## src/rtl/useq_pkg.sv

```systemverilog
package useq_pkg;

  typedef enum logic [1:0] {
    BR_JMP  = 2'b00,
    BR_CALL = 2'b01,
    BR_RET  = 2'b10,
    BR_MAP  = 2'b11
  } brOp_e;

  // Address-source select; the code order matches the four-way multiplexer.
  typedef enum logic [1:0] {
    SRC_INC = 2'b00,
    SRC_SBR = 2'b01,
    SRC_AD  = 2'b10,
    SRC_MAP = 2'b11
  } srcSel_e;

  typedef struct packed {
    srcSel_e src;
    logic    sbrLoad;
  } seqCtl_t;

endpackage

```

## src/rtl/useq_ctrl.sv

```systemverilog
module useq_ctrl
  import useq_pkg::*;
(
  input  logic [1:0] condSel,
  input  logic [1:0] brOp,
  input  logic       indBit,
  input  logic       signBit,
  input  logic       zeroBit,
  output seqCtl_t    ctl
);

  logic [3:0] statusVec;
  logic       testBit;

  // Condition multiplexer: slot 0 is tied high for unconditional use.
  assign statusVec = {zeroBit, signBit, indBit, 1'b1};
  assign testBit   = statusVec[condSel];

  always_comb begin
    ctl.src     = SRC_INC;
    ctl.sbrLoad = 1'b0;
    case (brOp_e'(brOp))
      BR_JMP: begin
        ctl.src = testBit ? SRC_AD : SRC_INC;
      end
      BR_CALL: begin
        ctl.src     = testBit ? SRC_AD : SRC_INC;
        ctl.sbrLoad = testBit;
      end
      BR_RET:  ctl.src = SRC_SBR;
      BR_MAP:  ctl.src = SRC_MAP;
      default: ctl.src = SRC_INC;
    endcase
  end

endmodule

```

## src/rtl/useq_dpath.sv

```systemverilog
module useq_dpath
  import useq_pkg::*;
#(
  parameter int ADDR_W     = 7,
  parameter int OPC_W      = 4,
  parameter int RESET_ADDR = 64
) (
  input  logic              clk,
  input  logic              rst,
  input  seqCtl_t           ctl,
  input  logic [ADDR_W-1:0] addrField,
  input  logic [OPC_W-1:0]  opcode,
  output logic [ADDR_W-1:0] car,
  output logic [ADDR_W-1:0] sbr
);

  localparam int LOW_ZEROS = ADDR_W - 1 - OPC_W;

  logic [ADDR_W-1:0] carInc;
  logic [ADDR_W-1:0] mapAddr;
  logic [ADDR_W-1:0] nextCar;

  assign carInc = car + ADDR_W'(1);

  // Opcode mapping: a leading zero, the opcode, then zero padding.
  generate
    if (LOW_ZEROS > 0) begin : gen_pad
      assign mapAddr = {1'b0, opcode, {LOW_ZEROS{1'b0}}};
    end else begin : gen_nopad
      assign mapAddr = {1'b0, opcode};
    end
  endgenerate

  always_comb begin
    case (ctl.src)
      SRC_INC: nextCar = carInc;
      SRC_SBR: nextCar = sbr;
      SRC_AD:  nextCar = addrField;
      SRC_MAP: nextCar = mapAddr;
      default: nextCar = carInc;
    endcase
  end

  always_ff @(posedge clk) begin
    if (rst) begin
      car <= ADDR_W'(RESET_ADDR);
      sbr <= '0;
    end else begin
      car <= nextCar;
      if (ctl.sbrLoad) sbr <= carInc;
    end
  end

endmodule

```

## src/rtl/useq_top.sv

```systemverilog
module useq_top
  import useq_pkg::*;
#(
  parameter int ADDR_W     = 7,
  parameter int OPC_W      = 4,
  parameter int RESET_ADDR = 64
) (
  input  logic              clk,
  input  logic              rst,
  input  logic [1:0]        condSel,
  input  logic [1:0]        brOp,
  input  logic [ADDR_W-1:0] addrField,
  input  logic              indBit,
  input  logic              signBit,
  input  logic              zeroBit,
  input  logic [OPC_W-1:0]  opcode,
  output logic [ADDR_W-1:0] car,
  output logic [ADDR_W-1:0] sbr
);

  seqCtl_t ctl;

  useq_ctrl u_ctrl (
    .condSel (condSel),
    .brOp    (brOp),
    .indBit  (indBit),
    .signBit (signBit),
    .zeroBit (zeroBit),
    .ctl     (ctl)
  );

  useq_dpath #(
    .ADDR_W     (ADDR_W),
    .OPC_W      (OPC_W),
    .RESET_ADDR (RESET_ADDR)
  ) u_dpath (
    .clk       (clk),
    .rst       (rst),
    .ctl       (ctl),
    .addrField (addrField),
    .opcode    (opcode),
    .car       (car),
    .sbr       (sbr)
  );

endmodule

```

## config.mk

```make
export PLATFORM = sky130hd
export DESIGN_NAME = useq_top
export DESIGN_NICKNAME = d
export VERILOG_FILES = /design/src/rtl/useq_pkg.sv /design/src/rtl/useq_ctrl.sv /design/src/rtl/useq_dpath.sv /design/src/rtl/useq_top.sv
export SDC_FILE = /design/constraint.sdc
export NUM_CORES = 1
export LEC_CHECK = 0
export ABC_AREA = 1
export BUFFER_PORTS_ARGS = -buffer_cell sky130_fd_sc_hd__buf_2
export CAP_MARGIN = 30
export CORE_ASPECT_RATIO = 0.9
export CORE_UTILIZATION = 45
export CTS_BUF_LIST = sky130_fd_sc_hd__clkbuf_8
export CTS_CLUSTER_DIAMETER = 40
export CTS_CLUSTER_SIZE = 12
export DETAILED_ROUTE_END_ITERATION = 8
export GPL_TIMING_DRIVEN = 0
export PLACE_DENSITY = 0.82
export RECOVER_POWER = 50
export SLEW_MARGIN = 0
export SYNTH_ARGS = -nofsm -noshare
export SYNTH_HDL_FRONTEND = slang
export SYNTH_SLANG_ARGS = --single-unit
export TNS_END_PERCENT = 100
```

## constraint.sdc

```tcl
create_clock -name clk -period 1.1 [get_ports clk]
set_input_delay 0.22 -clock clk [delete_from_list [all_inputs] [get_ports clk]]
set_output_delay 0.22 -clock clk [all_outputs]
set_load 0.02 [all_outputs]
```

# ---- Yosys cells after proc, flatten, opt, wreduce, memory -nomap -nowiden
# Index checks and enable logic that the tools add are counted.
dict set report op_classes {
  reduce_logical 3
  n_addsub 1
  n_lt_le_gt_ge 1
  eq_ne 6
  n_mux 6
}
# operator count
set op_table {}
lappend op_table {{7-bit one-hot mux with 4 select lines} 1}
lappend op_table {{2-bit equality test, second input constant} 4}
lappend op_table {{7-bit by 1-bit adder with 7-bit output, second input constant} 1}
lappend op_table {{2-bit one-hot mux with 3 select lines} 1}
lappend op_table {{2-bit by 1-bit equality test with 1-bit output, second input constant} 2}
lappend op_table {{2-bit zero test} 2}
lappend op_table {{2-bit by 3-bit less-than comparator with 1-bit output, second input constant} 1}
lappend op_table {{1-bit binary-select mux with 2-bit select} 1}
lappend op_table {{1-bit two-way mux} 2}
lappend op_table {{2-bit two-way mux} 1}
lappend op_table {{2-bit OR reduction} 1}
dict set report totals {
  word_cells 19
  reg_bits 14
  out_inout_bits 14
}

# ---- Longest topological paths before layout
# Gate-level depths: netlist (run 1).
dict set report logic_depth {
  ltp_word 6
  ltp_mapped 8
}

# ---- Cells and area by module
# Synthesis (run 1) repeated with hierarchy kept, for this count alone.
dict set report unflattened {
  cells_unflattened 146
  hier_area_um2 880.8
}
# mod instances cells_each area_per_inst_um2
set by_module_without_submodules {}
lappend by_module_without_submodules {useq_dpath 1 126 799.5}
lappend by_module_without_submodules {useq_ctrl 1 20 81.3}

# ---- Worst setup path after synthesis (run 1)
# No wires, ideal clock.
dict set report synth_timing {
  path_type {register -> register}
  start {register u_dpath.car[0]}
  end {register u_dpath.sbr[6]}
  path_stages_with_launch 7
  arrival_time_ns 1.200
  slack_ns -0.213
  period_less_slack_ns 1.313
  cell_sequence {dfxtp_1 > ha_1 > nand3_1 > o21ai_0 > nand2_1 > nor2_1 > nor2_1}
}
dict set report synth_via {
  elab_chain_cells 1
}
# element line_no
set synth_lines {}
lappend synth_lines {{from (decl)} useq_dpath.sv:13} ;# output logic [ADDR_W-1:0] car,
lappend synth_lines {{from (signal assigned)} useq_dpath.sv:46} ;# car <= ADDR_W'(RESET_ADDR);
lappend synth_lines {{from (signal assigned)} useq_dpath.sv:49} ;# car <= nextCar;
lappend synth_lines {{7-bit by 1-bit adder with 7-bit output} useq_dpath.sv:23} ;# assign carInc = car + ADDR_W'(1);
lappend synth_lines {{to (signal assigned)} useq_dpath.sv:50} ;# if (ctl.sbrLoad) sbr <= carInc;
lappend synth_lines {{to (decl)} useq_dpath.sv:14} ;# output logic [ADDR_W-1:0] sbr
# Every way passes these cells.
# A chain may end at the register's enable or synchronous reset.

# ---- Final worst setup path (run 1)
dict set report layout_timing {
  start {register u_dpath.car[1]}
  end {register u_dpath.sbr[6]}
}
# Same word-level chain as after synthesis.

==> impl_metrics.toml, run 1 <==
[detailed_routing]
routed_wirelength_um = 2406
via_per_inst = 4.803
drc = 0
first_iter_violations = 15
detail-route-antenna-nets = 0
wl_per_cell_um = 10.79
firstDrtPassIters = 4
vias = 1071

[floorplan]
die_area_um2 = 2258
coreArea_um2 = 1933
initial_core_util_pct = 48.22
die_w_um = 49.98
ioPinCount = 34
fp.dieH_um = 45.18
core.rowCount = 15

[global_routing]
grt_pass1_wl_um = 3795
antenna_found_initial = 0
grt_usage_pct = 22.51
first_global_vias = 920
grt_max_degree = 11
overflow = 0

[sta]
layout_setup_ws_ns = -0.01828
max_freq_mhz = 894.2
finalCritPeriodShare_pct = 101.7
hold_viol = 0
setup_viol = 1
fin_skew_ns = 0.001931
worst_slew_pin_slew_ns = 0.2008
rsz0062_at_grt = "yes"
post-route-min-period_ns = 1.118
finalMaxSlewViolations = 0
max_slew_margin_pct = 86.58

[pwr]
power.leakage_nw = 0.6914
ir_drop_mv = 0.8951
power.density_nw_per_um2 = 1103

[yosys]
synth_most_common_cell = "nand2_1"
synth_cell_types = 17
synth_common_cells = "nand2_1, nor2_1, inv_1"
yosysWarnings = 0
synth_edf_count = 0
synthFlopType = "dfxtp_1"
syn_area_um2 = 932.1
netlist_instances = 157
post-synth-top-area-fraction_pct = 30.07
synth.largest_area_cell = "dfxtp_1"
syn_nets = 178
seq_area_frac_synth_pct = 30.07
ys_top_cells_by_area = "dfxtp_1, nand2_1, nor2_1"
avgSynthCellArea_um2 = 5.937
ys_ff_latch = 14
async_reset_ff_share_pct = 0

[cells_and_area]
fin_nets = 220
fin_cells = 223
layout-drive-gt1-share_pct = 34.85
syn_to_final_growth_pct = 39.06
final_util_pct = 67.05
design_area_um2 = 1296
diodes = 0

[place]
hpwl_um = 1762
gp_congestion = 0.8010
placed_area_um2 = 1150
numPortBuffers = 33
numPlacedInstances = 215

[clock_tree]
ctsHoldBuffers = 0
cts_made_buffers = 3
cts_root_buf = "clkbuf_8"
ctsHtreeMaxLevel = 1
cts_tree = "yes"
cts_buffer_depth = 2
clock-sinks = 14
clkTransAtPathRegs_ns = 0.06
clkLatencyLatePin_ns = 0.25

[min_path]
worst_hold_path_type = "in2reg"

[setup_path]
start_kind = "flop"
worstSetupPathType = "reg2reg"
cp.arrival_ns = 1.26
critPathCaptureType = "flop"
cp_max_fo = 4
slowest_stage = "dfxtp_4"
cp.required_ns = 1.24
max_stage_delay_ns = 0.37
crit_chain = "ha_4, nand3_4, o21ai_2, nand2_2, nor2_2, nor2_1"

[run]
max-cap-violations = 0

[outcome]
failed_checks = "setup timing"
status = "complete, but fails checks"
==> metal layers <==
metal	vias up	wire, um	GRT usage, %
met5	-	0	0
met4	0	6	4.000
met3	2	131	6.061
met2	29	1184	38.65
met1	474	1083	28.80
li1	566	-	-
==> sequential cells by signal, indices dropped and copies added, names as in the netlist <==
name,cells
u_dpath.car,7
u_dpath.sbr,7
==> worst max-delay path, delay by kind of cell (launching register included) <==
family          cells  cell delay (ns)
compound gates      1             0.15
fa+ha+maj           1             0.17
flops               1             0.37
simple gates        4             0.33
==> per-stage QoR <==
stage          TNS [ns]  hold slack (ns)  total power [mW]  worst slack (ns)
3_5_place_dp    -0.3777           0.5223            0.9612          -0.09013
6_report       -0.01828           0.2878             1.429          -0.01828
5_1_grt         -0.2995           0.3070             1.507          -0.06847
4_1_cts        -0.02495           0.2928             1.405          -0.01581
2_1_floorplan         0           0.3882            0.8382           0.01956
3_3_place_gp    -0.2505           0.5146            0.9508          -0.07564
==> final timing paths <==
kind,startpoint,to,slack [ns],cells past startpoint
setup / recovery,u_dpath.car[1],u_dpath.sbr[6],-0.02,6
setup reg to reg,u_dpath.car[1],u_dpath.sbr[6],-0.02,6
hold reg to reg,u_dpath.sbr[0],u_dpath.sbr[0],0.53,4
hold / removal,rst,u_dpath.car[2],0.29,4
==> area by class of cell <==
type | count | area (um2)
Timing Repair Buffer | 37 | 201.4
Tap cell | 25 | 31.28
Clock buffer | 3 | 41.29
Fill cell | 178 | 636.9
Buffer | 3 | 30.03
Sequential cell | 14 | 292.8
Inverter | 24 | 90.09
Clock inverter | 1 | 3.754
Multi-Input combinational cell | 116 | 605.6
==> logic make-up (layout without fill, tap and decap cells) <==
family	Yosys count	in the layout	share of synthesized area, %
AOI/OAI and AO/OA	15	15	8.053
adders and majority gates	1	1	1.342
buffers and inverters	27	68	12.89
DFF	14	14	30.07
and+or+nand+nor	100	100	47.65
==> cells in the final DEF, fill, tap and decap left out, types with 6 or more instances in the layout <==
master   synthesis  final
a21oi_1          9      8
nand3_1         13     10
nand2_2          2      6
nand2_1         56     52
dfxtp_1         14     10
inv_1           21     21
nor2_1          23     21
buf_2            1     33
==> where the power goes <==
group	switching, mW	internal [mW]	leakage [nW]	total, mW
Combinational	0.247	0.161	0.550	0.408
Clock	0.184	0.247	0.0231	0.431
Sequential	0.0420	0.548	0.118	0.590
Total	0.472	0.957	0.691	1.43
==> what timing repair did <==
action | 4_1_cts | 5_1_grt
endpoints found under the hold margin | 0 | 0
setup endpoints to repair | 3 | 8
pin swaps | 0 | 9
setup buffers | 2 | 2
resized for setup | 3 | 18
No activity file was read; power rests on OpenSTA's default activity.
==> run 2: changes to the inputs <==
- CORE_UTILIZATION: 45 -> 50
- PLACE_DENSITY: 0.82 -> 0.81
- SKIP_CTS_REPAIR_TIMING: not set -> 1
- clock period: 1.1 -> 1.07 ns (I/O delays scaled with it)
==> impl_metrics.toml, run 2 (synthesis gave the netlist of run 1 again) <==
[outcome]
status = "complete, but fails checks"
failed_checks = "setup timing"

[sta]
layout_setup_ws_ns = -0.04733
rsz0062_at_grt = "yes"
max_slew_margin_pct = 79.21
max_freq_mhz = 895.0
post-route-min-period_ns = 1.117
setup_viol = 4
fin_hold_ws_ns = 0.2612
finalCritPeriodShare_pct = 104.4
finalMaxSlewViolations = 0
hold_viol = 0
fin_skew_ns = 0.002462
worst_slew_pin_slew_ns = 0.3110

[detailed_routing]
firstDrtPassIters = 5
routed_wirelength_um = 2477
detail-route-antenna-nets = 0
vias = 1093
drc = 0
wl_per_cell_um = 11.26
via_per_inst = 4.968
first_iter_violations = 32

[pwr]
power.leakage_nw = 0.6898
ir_drop_mv = 0.9588
clkPwrFrac_pct = 31.1
seqPwrFrac_pct = 41.4
p_switching_uw = 497.8
power.density_nw_per_um2 = 1173
intPower_uw = 971.8
p_comb_share_pct = 27.5
p_sw_share_pct = 33.87

[place]
hpwl_um = 1736
gp_congestion = 0.7942
placed_area_um2 = 1154
numPortBuffers = 33
numPlacedInstances = 214
pre_cts_ws_ns = -0.1197

[run]
max-cap-violations = 0

[cells_and_area]
multiInputGateArea_um2 = 585.6
top_regs = "u_dpath.car: 7 flops, u_dpath.sbr: 7 flops"
final_common_cell = "nand2_1"
fin_cells = 220
design_area_um2 = 1252
diodes = 0
fin_nets = 218
final_cell_mix = "nand2_1, buf_2, inv_1, nor2_1, nand3_1"
regArea_um2 = 292.8
fillers = 155
layout-drive-gt1-share_pct = 31.63
syn_to_final_growth_pct = 34.36
final_util_pct = 72.96

[clock_tree]
clkTransAtPathRegs_ns = 0.06
cts_tree = "yes"
ctsHtreeMaxLevel = 1
cts_made_buffers = 3
clkLatencyLatePin_ns = 0.24
cts_buffer_depth = 2
clock-sinks = 14
cts_root_buf = "clkbuf_8"

[global_routing]
grt_usage_pct = 25.84
first_global_vias = 906
antenna_found_initial = 0
grt_max_degree = 11
grt_pass1_wl_um = 3788
overflow = 0

[setup_path]
start_kind = "flop"
worstSetupPathType = "reg2reg"
critPathCaptureType = "flop"
cp.required_ns = 1.21
cp.arrival_ns = 1.25
cp_max_fo = 5

[floorplan]
die_w_um = 47.51
coreArea_um2 = 1717
ioPinCount = 34
core.rowCount = 14
fp.dieH_um = 42.96
initial_core_util_pct = 54.30
die_area_um2 = 2041

[min_path]
worst_hold_path_type = "in2reg"
## run 2: cell types whose count changed in the layout (fill, tap and decap cells not counted), moves of 2 or more
cell      before  now
buf_2         33   29
clkbuf_2       0    4
nand2_2        6    3
buf_6          2    0
nand2_1       52   54
## run 2: power groups by stage
stage	Sequential [mW]	Clock (mW)	Combinational [mW]
after CTS	0.604	0.447	0.379
after detailed placement	0.615	0	0.375
after global routing	0.615	0.474	0.452
after global placement	0.611	0	0.368
final	0.608	0.457	0.405
after floorplan	0.661	0	0.202
## run 2: layout make-up
class                   instances  area share (%)
plain buffers                   3           2.098
clock buffers                   3           3.297
clock inverters                 1          0.2997
inverters                      24           7.193
multi-input cells             116           46.75
flip-flops and latches         14           23.38
well taps                      24           2.398
repair buffers                 35           14.59
## run 2: path summary, 6_finish.rpt
kind	slack, ns	from	depth (start not counted)	endpoint
worst max register to register	-0.05	u_dpath.car[0]	7	u_dpath.car[4]
worst min register to register	0.54	u_dpath.sbr[0]	4	u_dpath.sbr[0]
worst min-delay path	0.26	rst	4	u_dpath.car[2]
worst max-delay path	-0.05	u_dpath.car[0]	7	u_dpath.car[4]
## run 2: routing by layer
layer  part of all wire [%]  global-route usage, %  vias to the layer above
li1                       -                      -                      561
met1                     47                  35.25                      478
met2                     46                  42.19                       50
met3                    7.0                  3.830                        4
met4                   0.61                  5.143                        0
met5                      0                      0                        -
## run 2: stage by stage
stage | total power [mW] | setup TNS, ns
3_5_place_dp | 0.9903 | -0.4970
2_1_floorplan | 0.8634 | 0
6_report | 1.470 | -0.1061
4_1_cts | 1.429 | -0.1325
5_1_grt | 1.541 | -0.5385
3_3_place_gp | 0.9798 | -0.3371
## run 2: worst max-delay path, stage by stage (launching register included)
cell and delay, ns:
dfxtp_4 0.36, ha_4 0.18, nand3_4 0.09, nand2_1 0.08
nand2_1 0.08, nand3_1 0.08, nand2_1 0.09, nor2_1 0.04
